File: src/rtl/mdio_pkg.sv
package mdio_pkg;
  localparam int ADDR_W   = 5;
  localparam int DATA_W   = 16;
  localparam int PRE_W    = 32;
  localparam int BODY_W   = 32;
  localparam int FRAME_W  = PRE_W + BODY_W;
  localparam int LEN_W    = $clog2(FRAME_W + 1);
  localparam int TA_W     = 2;
  localparam int RELEASE_BITS = TA_W + DATA_W;

  typedef enum logic [1:0] {
    OP_WR = 2'b01,
    OP_RD = 2'b10
  } mdio_op_e;

  typedef struct packed {
    logic              rd;
    logic              short_pre;
    logic [ADDR_W-1:0] phy;
    logic [ADDR_W-1:0] regad;
    logic [DATA_W-1:0] wdata;
  } mdio_req_t;
endpackage

File: src/rtl/mdio_clkgen.sv
module mdio_clkgen #(
  parameter int DIV = 4
) (
  input  logic clk,
  input  logic rst,
  input  logic en,
  output logic mdc,
  output logic rise_tick,
  output logic fall_tick
);
  localparam int CW = (DIV > 1) ? $clog2(DIV) : 1;

  logic [CW-1:0] cnt;
  logic          term;

  always_comb begin
    term      = (cnt == CW'(DIV - 1));
    rise_tick = en && term && !mdc;
    fall_tick = en && term && mdc;
  end

  always_ff @(posedge clk) begin
    if (rst || !en) begin
      cnt <= '0;
      mdc <= 1'b0;
    end else if (term) begin
      cnt <= '0;
      mdc <= ~mdc;
    end else begin
      cnt <= cnt + 1'b1;
    end
  end
endmodule

File: src/rtl/mdio_framer.sv
module mdio_framer
  import mdio_pkg::*;
(
  input  mdio_req_t          req,
  output logic [FRAME_W-1:0] frame,
  output logic [LEN_W-1:0]   len
);
  logic [BODY_W-1:0] body;
  logic [1:0]        op;
  logic [TA_W-1:0]   ta;
  logic [DATA_W-1:0] dat;

  always_comb begin
    op  = req.rd ? OP_RD : OP_WR;
    ta  = req.rd ? 2'b11 : 2'b10;
    dat = req.rd ? {DATA_W{1'b1}} : req.wdata;
    body = {2'b01, op, req.phy, req.regad, ta, dat};
    if (req.short_pre) begin
      frame = {body, {PRE_W{1'b1}}};
      len   = LEN_W'(BODY_W);
    end else begin
      frame = {{PRE_W{1'b1}}, body};
      len   = LEN_W'(FRAME_W);
    end
  end
endmodule

File: src/rtl/mdio_shifter.sv
module mdio_shifter #(
  parameter int W  = 64,
  parameter int CW = 7
) (
  input  logic          clk,
  input  logic          rst,
  input  logic          load,
  input  logic          shift,
  input  logic [W-1:0]  load_val,
  input  logic [CW-1:0] load_len,
  output logic          bit_out,
  output logic [CW-1:0] remain
);
  logic [W-1:0] sr;

  assign bit_out = sr[W-1];

  always_ff @(posedge clk) begin
    if (rst) begin
      sr     <= '0;
      remain <= '0;
    end else if (load) begin
      sr     <= load_val;
      remain <= load_len;
    end else if (shift) begin
      sr     <= {sr[W-2:0], 1'b1};
      remain <= remain - 1'b1;
    end
  end
endmodule

File: src/rtl/mdio_master.sv
module mdio_master
  import mdio_pkg::*;
#(
  parameter int CLK_DIV = 4
) (
  input  logic              clk,
  input  logic              rst,
  input  logic              req_valid,
  input  logic              req_read,
  input  logic              req_short,
  input  logic [ADDR_W-1:0] req_phy,
  input  logic [ADDR_W-1:0] req_reg,
  input  logic [DATA_W-1:0] req_wdata,
  output logic              busy,
  output logic              done,
  output logic [DATA_W-1:0] rd_data,
  output logic              mdc,
  output logic              mdio_o,
  output logic              mdio_oe,
  input  logic              mdio_i
);
  mdio_req_t          req;
  logic [FRAME_W-1:0] frame;
  logic [LEN_W-1:0]   len;
  logic [LEN_W-1:0]   remain;
  logic               accept, rise_tick, fall_tick, rd_op;
  logic [DATA_W-1:0]  cap;

  assign req    = '{rd: req_read, short_pre: req_short, phy: req_phy,
                    regad: req_reg, wdata: req_wdata};
  assign accept = req_valid && !busy;

  mdio_framer u_framer (.req(req), .frame(frame), .len(len));

  mdio_clkgen #(.DIV(CLK_DIV)) u_clk (
    .clk(clk), .rst(rst), .en(busy), .mdc(mdc),
    .rise_tick(rise_tick), .fall_tick(fall_tick)
  );

  mdio_shifter #(.W(FRAME_W), .CW(LEN_W)) u_shift (
    .clk(clk), .rst(rst), .load(accept), .shift(fall_tick),
    .load_val(frame), .load_len(len), .bit_out(mdio_o), .remain(remain)
  );

  always_ff @(posedge clk) begin
    if (rst) begin
      busy    <= 1'b0;
      done    <= 1'b0;
      rd_op   <= 1'b0;
      mdio_oe <= 1'b0;
      cap     <= '0;
      rd_data <= '0;
    end else begin
      done <= 1'b0;
      if (accept) begin
        busy    <= 1'b1;
        rd_op   <= req_read;
        mdio_oe <= 1'b1;
      end else if (busy) begin
        if (rise_tick && rd_op && remain <= LEN_W'(DATA_W))
          cap <= {cap[DATA_W-2:0], mdio_i};
        if (fall_tick) begin
          if (remain == LEN_W'(1)) begin
            busy    <= 1'b0;
            done    <= 1'b1;
            mdio_oe <= 1'b0;
            if (rd_op) rd_data <= cap;
          end else begin
            mdio_oe <= !(rd_op && (remain - 1'b1) <= LEN_W'(RELEASE_BITS));
          end
        end
      end
    end
  end
endmodule

File: config.mk
export PLATFORM = sky130hd
export DESIGN_NAME = mdio_master
export DESIGN_NICKNAME = d
export VERILOG_FILES = /design/src/rtl/mdio_pkg.sv /design/src/rtl/mdio_clkgen.sv /design/src/rtl/mdio_framer.sv /design/src/rtl/mdio_shifter.sv /design/src/rtl/mdio_master.sv
export SDC_FILE = /design/constraint.sdc
export NUM_CORES = 1
export LEC_CHECK = 0
export BUFFER_PORTS_ARGS = -buffer_cell sky130_fd_sc_hd__buf_2
export CAP_MARGIN = 20
export CORE_MARGIN = 3
export CORE_UTILIZATION = 25
export CTS_CLUSTER_SIZE = 14
export DETAILED_ROUTE_END_ITERATION = 7
export PLACE_DENSITY = 0.4
export SYNTH_ARGS = -nofsm -noshare
export SYNTH_HDL_FRONTEND = slang
export SYNTH_SLANG_ARGS = --single-unit
File: constraint.sdc
create_clock -name clk -period 3.2 [get_ports clk]
set_clock_uncertainty 0.15 [all_clocks]
set_input_delay 0.64 -clock clk [delete_from_list [all_inputs] [get_ports clk]]
set_output_delay 0.64 -clock clk [all_outputs]
set_load 0.02 [all_outputs]
## After elaboration in Yosys (flattened, before gate mapping)

Cells that the tools add are included.

| storage, ports and cells | value |
|---|---|
| register bits | 110 |
| bits of input ports | 32 |
| output and inout bits | 21 |
| word-level logic and storage cells | 56 |

| cells by class | value |
|---|---|
| add/sub/neg operators | 2 |
| $lt $le $gt $ge | 2 |
| equal/unequal tests | 2 |
| mux-type cells | 18 |
| bitwise operators | 4 |
| reduce and logical (&&, ||, !) cells | 18 |

Operators by type and width:

| operator | number |
|---|---|
| 64-bit two-way mux | 3 |
| 7-bit two-way mux | 3 |
| 16-bit two-way mux | 1 |
| 7-bit by 5-bit less-or-equal comparator with 1-bit output, second input constant | 2 |
| 1-bit two-way mux | 10 |
| 7-bit by 1-bit == test with 1-bit output, second input constant | 1 |
| 1-bit logical AND | 7 |
| 7-bit by 1-bit subtractor with 7-bit output, second input constant | 1 |
| 5-bit AND reduction | 1 |
| 1-bit NOT | 4 |
| 2-bit nonzero test | 2 |
| 4-bit OR reduction | 1 |
| 1-bit zero test | 3 |
| 3-bit AND reduction | 1 |
| 2-bit by 1-bit adder with 2-bit output, second input constant | 1 |
| 2-bit == test, second input constant | 1 |
| 2-bit two-way mux | 1 |
| 2-bit AND reduction | 1 |
| 2-bit OR reduction | 1 |
| 1-bit logical OR | 1 |

## Logic depth before layout (Yosys ltp)

| depth | value |
|---|---|
| depth in word-level cells | 8 |
| depth in mapped cells | 7 |
| depth with buffers taken out | 6 |

## Hierarchy

Synthesis repeated with hierarchy kept, for this count alone.

| second synthesis, totals | value |
|---|---|
| cell total of the unflattened synthesis | 622 |
| area total of the unflattened synthesis | 5412.7 µm² |

Modules (own cells, without submodules):

| module | times used | cells each | area each (µm²) | sequential area each (µm²) |
|---|---|---|---|---|
| mdio_shifter | 1 | 386 | 3265.6 | 1421.4 |
| mdio_master | 1 | 142 | 1461.4 | 720.7 |
| mdio_framer | 1 | 82 | 568.0 | 0.0 |
| mdio_clkgen | 1 | 12 | 117.6 | 60.1 |

## Worst setup path before layout

Ideal clock, no wire load.

| timing path | value |
|---|---|
| path kind | register to register |
| start point | register u_shift.remain[0] |
| end point | register cap[0] |
| setup time | 114 ps |
| arrival | 2131 ps |
| required time | 2936 ps |
| slack | 805 ps |
| stages on the path, launching flop included | 8 |
| path buffers | 1 |
| period minus slack after synthesis | 2395 ps |
| cell sequence | dfxtp_1 inv_1 ha_1 or3b_4 a2111oi_4 buf_8 mux2i_1 nor2_1 |

| on the way | value |
|---|---|
| word-level cells in the longest chain between the ends | 3 |

RTL lines:

| element | RTL line | RTL |
|---|---|---|
| start, declared | mdio_shifter.sv:12 | `output logic [CW-1:0] remain` |
| start signal, assigned | mdio_shifter.sv:24 | `remain <= load_len;` |
| start signal, assigned | mdio_shifter.sv:27 | `remain <= remain - 1'b1;` |
| 7-bit by 5-bit less-or-equal comparator with 1-bit output | mdio_master.sv:60 | `if (rise_tick && rd_op && remain <= LEN_W'(DATA_W))` |
| 1-bit logical AND | mdio_master.sv:60 |  |
| 3-bit AND reduction (no source line) | -- |  |
| end signal, assigned | mdio_master.sv:61 | `cap <= {cap[DATA_W-2:0], mdio_i};` |
| end, declared | mdio_master.sv:27 | `logic [DATA_W-1:0] cap;` |

No other way between the ends.
A chain may end at the register's enable or synchronous reset.

## Final worst setup path

| timing path | value |
|---|---|
| start point | register u_clk.cnt[0] |
| end point | register rd_data[5] |

| on the way | value |
|---|---|
| word-level cells in the longest chain between the ends | 4 |

RTL lines:

| element | RTL line | RTL |
|---|---|---|
| start, declared | mdio_clkgen.sv:13 | `logic [CW-1:0] cnt;` |
| start signal, assigned | mdio_clkgen.sv:30 | `cnt <= cnt + 1'b1;` |
| 2-bit == test | mdio_clkgen.sv:17 | `term = (cnt == CW'(DIV - 1));` |
| 1-bit logical AND (2 in series) | mdio_clkgen.sv:19 | `fall_tick = en && term && mdc;` |
| 5-bit AND reduction (no source line) | -- |  |
| end signal, assigned | mdio_master.sv:67 | `if (rd_op) rd_data <= cap;` |
| end, declared | mdio_master.sv:16 | `output logic [DATA_W-1:0] rd_data,` |

No other way between the ends.

==> impl_metrics.yaml <==
status:
  outcome: "finished clean"
global_routing:
  grt_util_all_layers_pct: 11.8
  grt_pass1_wl_um: 19400
  grt_pass1_vias: 3829
  grt_max_degree: 99
  antenna_found_initial: 0
  grt.overflow.total: 0
clock_network:
  clock_latency_ns: 0.35
  clk_pin_slew_ns: 0.07
  post_cts.repair.setup_buffers: 0
  cts_buffers: 9
  cts_hold_buf: 0
  ctsHtreeMaxLevel: 3
  clockBufferDepth: 2
  cts.repair.resized: 0
  cts.sinks: 110
  cts_tree: "built"
  cts_root_buf: "clkbuf_16"
critical_path:
  reg2reg_depth: 5
  critical_path_peak_fanout: 16
  crit_chain: "ha_1, and3_1, nand4_1, nand2_1, a21oi_1"
  crit_required_ns: 3.24
  cpMaxStageDelayCell: "nand4_1"
  worst_setup_path_start_kind: "flop"
  critPathKind: "flop to flop"
  endpoint_kind: "flop"
  crit_path_max_incr_delay_ns: 0.71
  arrival_ns: 2.52
  regToRegSetupSlack_ns: 0.72
  r2r_start: "u_clk.cnt[0]"
  r2r_end: "rd_data[5]"
power_and_ir_drop:
  ir_worst_vdd_uv: 278
  clkPwrFrac_pct: 40.5
  power_density_nw_per_um2: 538
  p_comb_share_pct: 7.8
  internal_power_mw: 2.13
  leakagePower_nw: 1.82
  p_sw_share_pct: 24.9
  p_seq_share_pct: 51.7
  finalPower_mw: 2.84
  power_switching_uw: 708
detailed_routing:
  dr.pass1.iters: 6
  num_vias: 3891
  dr.first_iter.drc_count: 265
  drtAntennaViolNets: 0
  wire_per_inst_um: 14.6
  remaining_drc_errors: 0
  wl_um: 11500
  viasPerCell: 4.95
yosys:
  synthDistinctLibCells: 47
  postSynth.asyncResetShare_pct: 0
  synthCells: 529
  yosys.area.top_type: "dfxtp_1"
  synth_top_area_share_pct: 48.1
  synth_area_um2: 4580
  synth-main-ff-cell: "dfxtp_1"
  synth_most_common_cell: "nand2_1"
  synth_common_cells: "nand2_1, dfxtp_1, a21oi_1"
  synth.yosys.seq_area_share_pct: 48.1
  yosysWarnings: 0
  synth_edf_count: 0
  syn_area_per_cell_um2: 8.65
  synth_top_cells_by_area: "dfxtp_1, nand2_1, o221ai_1"
  ys_seq_elements: 110
  syn-num-nets: 565
timing:
  layout_min_cycle_time_ns: 2.48
  maxSlewViolCount: 0
  max_slew_margin_pct: 28.7
  tightestPinTransition_ns: 1.07
  fmax_mhz: 404
  setup_violations: 0
  finalSetupTns_ns: 0
  rsz0062_at_grt: "no"
  post-route-period-util_pct: 77.4
  finalHoldViolCount: 0
placed_design:
  place_congestion: 0.716
  dp.cells: 770
  dpl_cell_area_um2: 4980
  port_buffers: 52
  hpwl_um: 7030
cells_and_area:
  fin_util_pct: 30.0
  n_antenna_cell: 0
  final_nets: 592
  final_cell_area_um2: 5280
  area_growth_pct: 15.4
  drive_gt1_share_pct: 15.7
  final_cells: 786
hold_path:
  hold-path-endpoint: "u_clk.cnt[0]"
  hp-class: "flop to flop"
  holdCritStartpoint: "u_clk.cnt[0]"
  whs_path_depth: 1
floorplan:
  core_area_um2: 17600
  ios: 53
  start_util_pct: 26.0
  die_area_um2: 20000
  die_y_um: 141
  num_rows: 48
  die_w_um: 141
flow_run:
  maxCapViolations: 0
## sequential cells by signal, summed over array words and instances, names as in the netlist
register and flops:
u_clk.cnt 2, rd_op 1, u_shift.sr 64, busy 1, cap 16, mdio_oe 1
u_shift.remain 7, rd_data 16, u_clk.mdc 1, done 1
## power groups by stage
stage | logic, mW | registers (mW) | clock network (mW)
5_1_grt | 0.249 | 1.48 | 1.25
6_report | 0.220 | 1.47 | 1.15
4_1_cts | 0.224 | 1.47 | 1.21
3_5_place_dp | 0.223 | 1.50 | 0
2_1_floorplan | 0.157 | 1.49 | 0
3_3_place_gp | 0.219 | 1.50 | 0
## cells in the final DEF (no fill, tap or decap), drive strengths merged, types with 4 or more instances in the layout
| master | Yosys | layout |
|---|---|---|
| mux2i | 16 | 16 |
| nor3b | 12 | 12 |
| nor2 | 31 | 31 |
| nand3 | 4 | 4 |
| dfxtp | 110 | 110 |
| inv | 4 | 6 |
| o221ai | 31 | 31 |
| nor4 | 5 | 5 |
| a21oi | 53 | 53 |
| ha | 4 | 4 |
| clkbuf | 44 | 10 |
| nand2 | 119 | 119 |
| or3 | 5 | 5 |
| o21ai | 4 | 4 |
| nor3 | 25 | 25 |
| a311oi | 22 | 22 |
| buf | 4 | 64 |
## metrics by stage
step	setup WS [ns]	hold WS [ns]
floorplan	0.805	0.256
global placement	0.697	0.265
detailed placement	0.667	0.278
CTS	0.659	0.288
global route	0.395	0.306
finish	0.724	0.285
## worst max path at each step
| stage | start | to | slack (ns) | depth (start not counted) |
|---|---|---|---|---|
| floorplan | u_shift.remain[0] | cap[0] | 0.80 | 7 |
| global placement | u_clk.cnt[0] | rd_data[2] | 0.70 | 5 |
| detailed placement | u_clk.cnt[0] | rd_data[7] | 0.67 | 5 |
| CTS | u_clk.cnt[0] | rd_data[7] | 0.66 | 5 |
| global route | u_clk.cnt[0] | rd_data[7] | 0.40 | 5 |
| finish | u_clk.cnt[0] | rd_data[5] | 0.72 | 5 |
## metal layers
layer	GRT usage, %	vias to the layer above	share of wire, %	wire length [um]
met2	18.8	71	45	5120
met3	3.10	11	4.0	459
met4	3.37	0	1.2	137
li1	-	1956	-	-
met5	0	-	0	0
met1	15.7	1853	50	5760
## cell type report
type	instances	area, um^2
flip-flops and latches	110	2200
fillers	1887	12300
inverters	4	15.0
repair buffers	64	353
clock inverters	6	70.1
multi-input cells	367	2130
clock buffers	10	229
well taps	225	282
## logic make-up after synthesis
kind of cell,after synthesis,synth area share [%]
compound gates,126,19.5
mux,16,3.50
xor+xnor,3,0.574
fa+ha+maj,4,1.09
simple gates,218,21.7
buf+inv,52,5.47
flops,110,48.1
## worst max-delay path, delay by kind of cell, from the launching register on
family,cells,cell delay [ns]
simple gates,3,1.48
flops,1,0.34
fa+ha+maj,1,0.26
compound gates,1,0.08
No activity file was read; power rests on OpenSTA's default activity.
